<file path="src/rtl/washer_pkg.sv">
// Shared types and phase-ordering helpers for the washer sequencer.
// Assumes state and program codes are consumed externally as plain 3-bit codes.
package washer_pkg;

    typedef enum logic [2:0] {
        ST_STOP  = 3'd0,
        ST_MODE  = 3'd1,
        ST_WASH  = 3'd2,
        ST_RINSE = 3'd3,
        ST_SPIN  = 3'd4
    } wstate_t;

    typedef enum logic [2:0] {
        PG_NONE  = 3'd0,
        PG_WASH  = 3'd1,
        PG_RINSE = 3'd2,
        PG_SPIN  = 3'd3,
        PG_RSPIN = 3'd4,
        PG_FULL  = 3'd5
    } wprog_t;

    localparam int NUM_PHASES = 3;

    // First phase that a program enters on start
    function automatic wstate_t first_phase(input wprog_t prog);
        case (prog)
            PG_WASH, PG_FULL:  return ST_WASH;
            PG_RINSE, PG_RSPIN: return ST_RINSE;
            PG_SPIN:           return ST_SPIN;
            default:           return ST_STOP;
        endcase
    endfunction

    // Phase following the current one within a program, or stop
    function automatic wstate_t next_phase(input wprog_t prog, input wstate_t st);
        case (st)
            ST_WASH:  return (prog == PG_FULL) ? ST_RINSE : ST_STOP;
            ST_RINSE: return (prog == PG_RSPIN || prog == PG_FULL) ? ST_SPIN : ST_STOP;
            default:  return ST_STOP;
        endcase
    endfunction

endpackage

</file>
<file path="src/rtl/washer_prog_sel.sv">
// Program selection register.
// Advances cyclically 001..101 on each accepted advance pulse; from 000 goes to 001.
// Assumes the caller has already qualified the advance pulse by state.
module washer_prog_sel
    import washer_pkg::*;
(
    input  logic   clk,
    input  logic   rst_n,
    input  logic   adv,
    output wprog_t prog
);

    wprog_t prog_q;

    // Hold or advance the selected program
    always_ff @(posedge clk) begin
        if (!rst_n) begin
            prog_q <= PG_NONE;
        end else if (adv) begin
            if (prog_q == PG_FULL || prog_q == PG_NONE)
                prog_q <= PG_WASH;
            else
                prog_q <= wprog_t'(prog_q + 3'd1);
        end
    end

    assign prog = prog_q;

endmodule

</file>
<file path="src/rtl/washer_bcd_timer.sv">
// Loadable BCD down-counter of DIGITS decimal digits.
// Load has priority over decrement; decrement at 0 is never requested by the sequencer.
// Assumes load_val fits in DIGITS decimal digits.
module washer_bcd_timer #(
    parameter int DIGITS = 2,
    parameter int VALW   = 7
) (
    input  logic                clk,
    input  logic                rst_n,
    input  logic                load,
    input  logic [VALW-1:0]     load_val,
    input  logic                dec,
    output logic [DIGITS*4-1:0] bcd,
    output logic                at_one
);

    localparam int BW = DIGITS * 4;

    logic [3:0]    dig_q   [DIGITS];
    logic          zero_lo [DIGITS+1];
    logic [BW-1:0] load_bcd;

    // Binary to BCD conversion of the load value
    function automatic logic [BW-1:0] to_bcd(input logic [VALW-1:0] v);
        logic [BW-1:0] res;
        int unsigned   r;
        res = '0;
        r   = int'(v);
        for (int i = 0; i < DIGITS; i++) begin
            res[i*4 +: 4] = 4'(r % 10);
            r = r / 10;
        end
        return res;
    endfunction

    assign load_bcd   = to_bcd(load_val);
    assign zero_lo[0] = 1'b1;

    for (genvar g = 0; g < DIGITS; g++) begin : g_digit
        // Borrow chain: this digit moves only when all lower digits are zero
        assign zero_lo[g+1] = zero_lo[g] && (dig_q[g] == 4'd0);

        // Per-digit load or decimal decrement with wrap 0 -> 9
        always_ff @(posedge clk) begin
            if (!rst_n)
                dig_q[g] <= 4'd0;
            else if (load)
                dig_q[g] <= load_bcd[g*4 +: 4];
            else if (dec && zero_lo[g])
                dig_q[g] <= (dig_q[g] == 4'd0) ? 4'd9 : dig_q[g] - 4'd1;
        end

        assign bcd[g*4 +: 4] = dig_q[g];
    end

    assign at_one = (bcd == BW'(1));

endmodule

</file>
<file path="src/rtl/washer_phase_fsm.sv">
// Phase sequencer: stop / selection / wash / rinse / spin with a pause flag.
// Drives load and decrement requests to the BCD timer and the program-advance pulse.
// Assumes key and tick inputs are single-cycle pulses; start/pause wins over program key.
module washer_phase_fsm
    import washer_pkg::*;
#(
    parameter int WASH_SEC  = 20,
    parameter int RINSE_SEC = 15,
    parameter int SPIN_SEC  = 10,
    parameter int VALW      = 7
) (
    input  logic            clk,
    input  logic            rst_n,
    input  logic            sec_tick,
    input  logic            mode_key,
    input  logic            run_key,
    input  wprog_t          prog,
    input  logic            at_one,
    output wstate_t         state,
    output logic            paused,
    output logic            prog_adv,
    output logic            tmr_load,
    output logic [VALW-1:0] tmr_val,
    output logic            tmr_dec
);

    wstate_t state_q, state_d, nxt;
    logic    paused_q, paused_d;
    logic    idle, in_phase, start_ok, mode_ok, step;

    // Full duration of a phase in seconds
    function automatic logic [VALW-1:0] dur_of(input wstate_t st);
        case (st)
            ST_WASH:  return VALW'(WASH_SEC);
            ST_RINSE: return VALW'(RINSE_SEC);
            ST_SPIN:  return VALW'(SPIN_SEC);
            default:  return '0;
        endcase
    endfunction

    assign idle     = (state_q == ST_STOP) || (state_q == ST_MODE);
    assign in_phase = (state_q == ST_WASH) || (state_q == ST_RINSE) || (state_q == ST_SPIN);
    assign start_ok = idle && run_key && (prog != PG_NONE);
    assign mode_ok  = idle && mode_key && !run_key;
    assign step     = in_phase && !paused_q && sec_tick && !run_key;
    assign nxt      = next_phase(prog, state_q);

    // Next-state and timer-request decode
    always_comb begin
        state_d  = state_q;
        paused_d = paused_q;
        tmr_load = 1'b0;
        tmr_val  = '0;
        tmr_dec  = 1'b0;
        if (start_ok) begin
            state_d  = first_phase(prog);
            paused_d = 1'b0;
            tmr_load = 1'b1;
            tmr_val  = dur_of(first_phase(prog));
        end else if (mode_ok) begin
            state_d = ST_MODE;
        end else if (in_phase && run_key) begin
            paused_d = !paused_q;
        end else if (step) begin
            if (at_one) begin
                state_d  = nxt;
                tmr_load = 1'b1;
                tmr_val  = dur_of(nxt);
            end else begin
                tmr_dec = 1'b1;
            end
        end
    end

    // State and pause-flag registers
    always_ff @(posedge clk) begin
        if (!rst_n) begin
            state_q  <= ST_STOP;
            paused_q <= 1'b0;
        end else begin
            state_q  <= state_d;
            paused_q <= paused_d;
        end
    end

    assign state    = state_q;
    assign paused   = paused_q;
    assign prog_adv = mode_ok;

endmodule

</file>
<file path="src/rtl/washer_seq.sv">
// Washer program sequencer top: program register, phase FSM and two-digit BCD countdown.
// Assumes a synchronous one-second tick and debounced single-cycle key pulses.
module washer_seq
    import washer_pkg::*;
#(
    parameter int WASH_SEC  = 20,
    parameter int RINSE_SEC = 15,
    parameter int SPIN_SEC  = 10
) (
    input  logic       clk,
    input  logic       rst_n,
    input  logic       sec_tick,
    input  logic       mode_key,
    input  logic       run_key,
    output logic [2:0] state_code,
    output logic [2:0] prog_code,
    output logic [3:0] cnt_tens,
    output logic [3:0] cnt_ones,
    output logic [2:0] phase_led
);

    localparam int DIGITS  = 2;
    localparam int MAX_SEC = (WASH_SEC > RINSE_SEC)
                           ? ((WASH_SEC > SPIN_SEC) ? WASH_SEC : SPIN_SEC)
                           : ((RINSE_SEC > SPIN_SEC) ? RINSE_SEC : SPIN_SEC);
    localparam int VALW    = $clog2(MAX_SEC + 1);

    wprog_t              prog;
    wstate_t             state;
    logic                paused, prog_adv, tmr_load, tmr_dec, at_one;
    logic [VALW-1:0]     tmr_val;
    logic [DIGITS*4-1:0] bcd;

    washer_prog_sel u_prog (
        .clk   (clk),
        .rst_n (rst_n),
        .adv   (prog_adv),
        .prog  (prog)
    );

    washer_phase_fsm #(
        .WASH_SEC  (WASH_SEC),
        .RINSE_SEC (RINSE_SEC),
        .SPIN_SEC  (SPIN_SEC),
        .VALW      (VALW)
    ) u_fsm (
        .clk      (clk),
        .rst_n    (rst_n),
        .sec_tick (sec_tick),
        .mode_key (mode_key),
        .run_key  (run_key),
        .prog     (prog),
        .at_one   (at_one),
        .state    (state),
        .paused   (paused),
        .prog_adv (prog_adv),
        .tmr_load (tmr_load),
        .tmr_val  (tmr_val),
        .tmr_dec  (tmr_dec)
    );

    washer_bcd_timer #(
        .DIGITS (DIGITS),
        .VALW   (VALW)
    ) u_tmr (
        .clk      (clk),
        .rst_n    (rst_n),
        .load     (tmr_load),
        .load_val (tmr_val),
        .dec      (tmr_dec),
        .bcd      (bcd),
        .at_one   (at_one)
    );

    // Phase indicators: bit i lit while phase ST_WASH+i runs unpaused
    always_comb begin
        for (int i = 0; i < NUM_PHASES; i++)
            phase_led[i] = !paused && (state == wstate_t'(3'(int'(ST_WASH) + i)));
    end

    assign state_code = state;
    assign prog_code  = prog;
    assign cnt_tens   = bcd[7:4];
    assign cnt_ones   = bcd[3:0];

endmodule

</file>
<file path="config.mk">
export PLATFORM = sky130hd
export DESIGN_NAME = washer_seq
export DESIGN_NICKNAME = d
export VERILOG_FILES = /design/src/rtl/washer_pkg.sv /design/src/rtl/washer_prog_sel.sv /design/src/rtl/washer_bcd_timer.sv /design/src/rtl/washer_phase_fsm.sv /design/src/rtl/washer_seq.sv
export SDC_FILE = /design/constraint.sdc
export NUM_CORES = 1
export LEC_CHECK = 0
export BUFFER_PORTS_ARGS = -buffer_cell sky130_fd_sc_hd__buf_2
export CORE_MARGIN = 10
export CORE_UTILIZATION = 52
export DETAILED_ROUTE_END_ITERATION = 10
export PLACE_DENSITY_LB_ADDON = 0.25
export SYNTH_ARGS = -nofsm -noshare
export SYNTH_HDL_FRONTEND = slang
export SYNTH_SLANG_ARGS = --single-unit
</file>
<file path="constraint.sdc">
create_clock -name clk -period 3.85 [get_ports clk]
set_input_delay 0.385 -clock clk [delete_from_list [all_inputs] [get_ports clk]]
set_output_delay 0.385 -clock clk [all_outputs]
set_load 0.01 [all_outputs]
</file>
Yosys cells after proc, flatten, opt, wreduce, memory -nomap -nowiden
Memory sizes are Yosys's and may differ from the RTL's.
Cells that the tools add are included.
{"block": "totals", "register_bits": 7, "ram_bits": 8, "input_bits": 5, "output_inout_bits": 17, "wordCells": 110, "mem_count": 1}
{"name": "u_tmr.dig_q", "words": 2, "width": 4, "read_ports": 2, "rd_clocked_by_memory_dff": 0, "write_ports": 2, "line_no": "washer_bcd_timer.sv:19", "source": "logic [3:0] dig_q [DIGITS];"}
{"block": "op_classes", "addsub": 3, "n_div": 3, "n_eq_ne": 17, "mux": 46, "bitwise_logic": 6, "n_reduce_logical": 31}
{"operator": "5-bit by 4-bit divider with 32-bit output, second input constant", "n": 1}
{"operator": "32-bit by 4-bit remainder unit with 32-bit output, second input constant", "n": 1}
{"operator": "5-bit by 4-bit remainder unit with 32-bit output, second input constant", "n": 1}
{"operator": "5-bit case mux with 3 select lines", "n": 2}
{"operator": "5-bit 2-to-1 mux", "n": 5}
{"operator": "3-bit by 2-bit equality test with 1-bit output, second input constant", "n": 8}
{"operator": "3-bit 2-to-1 mux", "n": 8}
{"operator": "4-bit 2-to-1 mux", "n": 6}
{"operator": "1-bit 2-to-1 mux", "n": 22}
{"operator": "3-bit equality test, second input constant", "n": 5}
{"operator": "1-bit logical AND", "n": 12}
{"operator": "3-bit case mux with 3 select lines", "n": 1}
{"operator": "3-bit nonzero test", "n": 3}
{"operator": "8-bit by 1-bit equality test with 1-bit output, second input constant", "n": 1}
{"operator": "4-bit zero test", "n": 2}
{"operator": "4-bit by 1-bit subtractor with 4-bit output, second input constant", "n": 2}
{"operator": "3-bit by 1-bit equality test with 1-bit output, second input constant", "n": 2}
{"operator": "3-bit zero test", "n": 2}
{"operator": "3-bit case mux with 2 select lines", "n": 1}
{"operator": "2-bit OR reduction", "n": 3}
{"operator": "1-bit logical OR", "n": 5}
{"operator": "1-bit bitwise OR", "n": 4}
{"operator": "3-bit by 1-bit adder with 3-bit output, second input constant", "n": 1}
{"operator": "3-bit by 2-bit != test with 1-bit output, second input constant", "n": 1}
{"operator": "5 further kinds", "n": 7}

Longest topological paths before layout
{"block": "logic_depth", "word_depth": 16, "ltp_mapped": 15, "depth_no_buf": 15}

By module
Synthesis repeated with hierarchy kept, for this count alone.
{"block": "unflattened", "hier_cells": 144, "area_unflattened_um2": 1287.5}
{"mod": "washer_bcd_timer", "instances": 1, "cells_each": 80, "area_per_inst_um2": 701.9, "seq_area_each_um2": 240.2}
{"mod": "washer_phase_fsm", "instances": 1, "cells_each": 44, "area_per_inst_um2": 377.9, "seq_area_each_um2": 80.1}
{"mod": "washer_prog_sel", "instances": 1, "cells_each": 17, "area_per_inst_um2": 177.7, "seq_area_each_um2": 60.1}
{"mod": "washer_seq", "instances": 1, "cells_each": 3, "area_per_inst_um2": 30.0, "seq_area_each_um2": 0.0}

Worst setup path before layout
OpenSTA, ideal clock, no wires.
{"block": "synth_timing", "path_kind": "flip-flop to flip-flop", "startpoint": "register u_prog.prog_q[1], in the netlist u_prog.prog[1]", "endpoint": "memory u_tmr.dig_q[1][0], data pin", "arrival_ns": 2.715, "setup_slack_ns": 0.867, "path_stages_with_launch": 14, "path_buffers": 0, "synth_period_minus_slack_ns": 2.983, "cell_sequence": "dfxtp_1 -> inv_1 -> ha_1 -> o2111ai_1 -> ha_1 -> inv_1 -> o32ai_4 -> inv_1 -> ha_1 -> inv_1 -> ha_1 -> o31a_1 -> a211oi_1 -> o22ai_1"}
{"item": "start: declaration", "line_no": "washer_prog_sel.sv:13", "source": "wprog_t prog_q;"}
{"item": "start signal: assignment", "line_no": "washer_prog_sel.sv:23", "source": "prog_q <= wprog_t'(prog_q + 3'd1);"}
{"item": "end: declaration", "line_no": "washer_bcd_timer.sv:19"}

==> impl_metrics.toml <==
[global_routing]
grt_pass1_wl_um = 5220
antenna_found_initial = 0
grt_overflow = 0
grt_pass1_vias = 1152
grt_max_degree = 12
grtUsageTotal = 0.123

[logic_synthesis]
synth_nets = 165
syn_inst = 147
ys_async_sr_fraction = 0
synth_edf_count = 8
synth_cell_types = 52
yosys_warnings = 0
synth_ff_type = "edfxtp_1"
ys_ff_latch = 15
syn_area_um2 = 1310
ys_seq_area_frac = 0.290
syn-mean-instance-area_um2 = 8.94

[power]
power.leakage_nw = 0.604
switching_share = 0.296
p_int_w = 0.000234
p_total_w = 0.000333
power_switching_w = 0.0000986
pwr-share-clk = 0.279
p_per_area_nw_per_um2 = 228
combPwrFrac = 0.163
max-vdd-ir-drop_mv = 0.158
p_seq_frac = 0.558

[cells_and_area]
antenna_cells = 0
drive_above_1_share = 0.246
final_common_cell = "buf_2"
final_cell_mix = "21 x buf_2, 13 x inv_1, 13 x ha_1, 12 x nor2_1, 10 x a21oi_1"
syn2layout_area_growth_pct = 11.3
instances_no_fill = 197
finalNetCount = 186

[timing]
clock_skew_ns = 0.00342
min_period_ns = 3.22
worst_slack_ns = 0.633
hold_viol = 0
grt_setup_unrepaired = "no"
tightest_slew_ns = 0.383
finalCritPeriodShare = 0.835
setup_tns_ns = 0
fmaxAchievable_mhz = 311
setup_viol = 0
slew_headroom = 0.745
slew_viol_final = 0

[place]
port_buffers = 21
hpwlAfterDp_um = 2390
dp_cells = 193
post-place-ws_ns = 0.620
globalplace.congestion = 0.863

[clocking]
cts-root-buf = "clkbuf_4"
clock-sinks = 15
insertion_delay_ns = 0.28
cts_made_buffers = 3
max-clock-path-buffers = 2
holdBufCountCts = 0
post_cts_buffers = 0
tritoncts = "built"
cts_resized = 0
htreeDepth = 1
cts.reportedPaths.clkPinSlew_ns = 0.10

[routing]
drcViolationCount = 0
drt-total-wl_um = 2940
final_antenna_net_count = 0
wl_per_cell_um = 14.9
drt-initial-drc-count = 59
dr.pass1.iters = 4
via_count = 1149
viasPerCell = 5.83

[worst_setup_path]
cp_top_family = "compound AO/OA/AOI/OAI gates"
crit_type = "reg2reg"
critPathCaptureType = "register"
crit_fanout = 8
worstPathRequired_ns = 3.88
path_cells = "inv_1, ha_1, nand2_1, nor3_1, ha_1, inv_1, o32ai_4, inv_1, ha_1, inv_1, ha_1, o31a_1, a211oi_1, o22ai_1"
critPathMaxStageDelay_ns = 0.36
cp_slowest_cell = "dfxtp_1"
cp-start-kind = "register"
cp.arrival_ns = 3.25
critPathBufInv = 4

[status]
outcome = "complete, no violations"

[floorplanning]
io-pin-count = 22
dieWidth_um = 70.3
core_region_area_um2 = 2450
die-area_um2 = 4940
die_h_um = 70.3
rows = 18
initial_core_util = 0.535

[worst_hold_path]
hold_path.class = "in2reg"

[run]
maxCapViolCount = 0
-- synth_stat cells (all sizes together), types with 3 or more instances --
library cell	number	share of area
nand3	6	0.030
a21oi	10	0.038
ha	13	0.12
dfxtp	7	0.11
a22oi	3	0.017
o21a	3	0.017
nand2	7	0.022
nor3	6	0.027
edfxtp	8	0.18
o22ai	4	0.019
o21ai	8	0.030
nor2	14	0.044
and3	3	0.014
clkbuf	3	0.0086
inv	13	0.037
o211ai	3	0.031
xnor2	3	0.020
-- final cells by class --
| cell class | instances | area (um^2) |
|---|---|---|
| fillers | 222 | 992 |
| well taps | 30 | 37.5 |
| flip-flops and latches | 15 | 380 |
| multi-input cells | 114 | 863 |
| clock inverters | 1 | 5.00 |
| clock buffers | 3 | 22.5 |
| repair buffers | 21 | 105 |
| inverters | 13 | 48.8 |
-- state kept, by name (all words and copies together), names as in the netlist --
signal,flops
u_tmr.dig_q,8
u_fsm.state,3
u_fsm.paused,1
u_prog.prog,3
-- stage by stage --
stage / hold slack [ns] / utilization / area [um^2]
6_report: 0.438 / 0.596 / 1460
5_1_grt: 0.445 / 0.596 / 1460
4_1_cts: 0.421 / 0.596 / 1460
3_5_place_dp: 0.534 / 0.585 / 1440
3_3_place_gp: 0.520 / 0.585 / 1440
2_1_floorplan: 0.530 / - / 1310
-- logic make-up after synthesis --
group                    share of synthesized area
flip-flops                                   0.290
multiplexers                                0.0324
XOR/XNOR                                    0.0267
AO/OA/AOI/OAI                                0.238
buffers and inverters                       0.0533
AND/OR/NAND/NOR                              0.236
adder cells (fa/ha/maj)                      0.124
-- power groups by stage --
stage | combinational [W] | clock, W | sequential, W
floorplan | 0.0000335 | 0 | 0.000191
global placement | 0.0000531 | 0 | 0.000189
detailed placement | 0.0000539 | 0 | 0.000190
CTS | 0.0000543 | 0.0000968 | 0.000186
global route | 0.0000608 | 0.000104 | 0.000188
finish | 0.0000542 | 0.0000930 | 0.000186
-- final timing paths --
| check | startpoint | to | cells after the start | slack [ns] |
|---|---|---|---|---|
| min | rst_n | u_fsm.state[0] | 3 | 0.44 |
| max | u_prog.prog[1] | u_tmr.dig_q[1][0] | 14 | 0.63 |
| min reg2reg | u_prog.prog[0] | u_prog.prog[0] | 1 | 0.55 |
| max reg2reg | u_prog.prog[1] | u_tmr.dig_q[1][0] | 14 | 0.63 |
-- worst min-delay path, stage by stage --
cell and delay (ns):
buf_2 0.16, o21ai_0 0.09, a31oi_1 0.04
-- routing by layer --
layer,track usage,wire length [um],vias to the layer above
li1,-,-,582
met1,0.144,1270,525
met2,0.206,1440,40
met3,0.0381,220,2
met4,0.0395,13,0
met5,0,0,-
(Power assumes the default switching activity.)
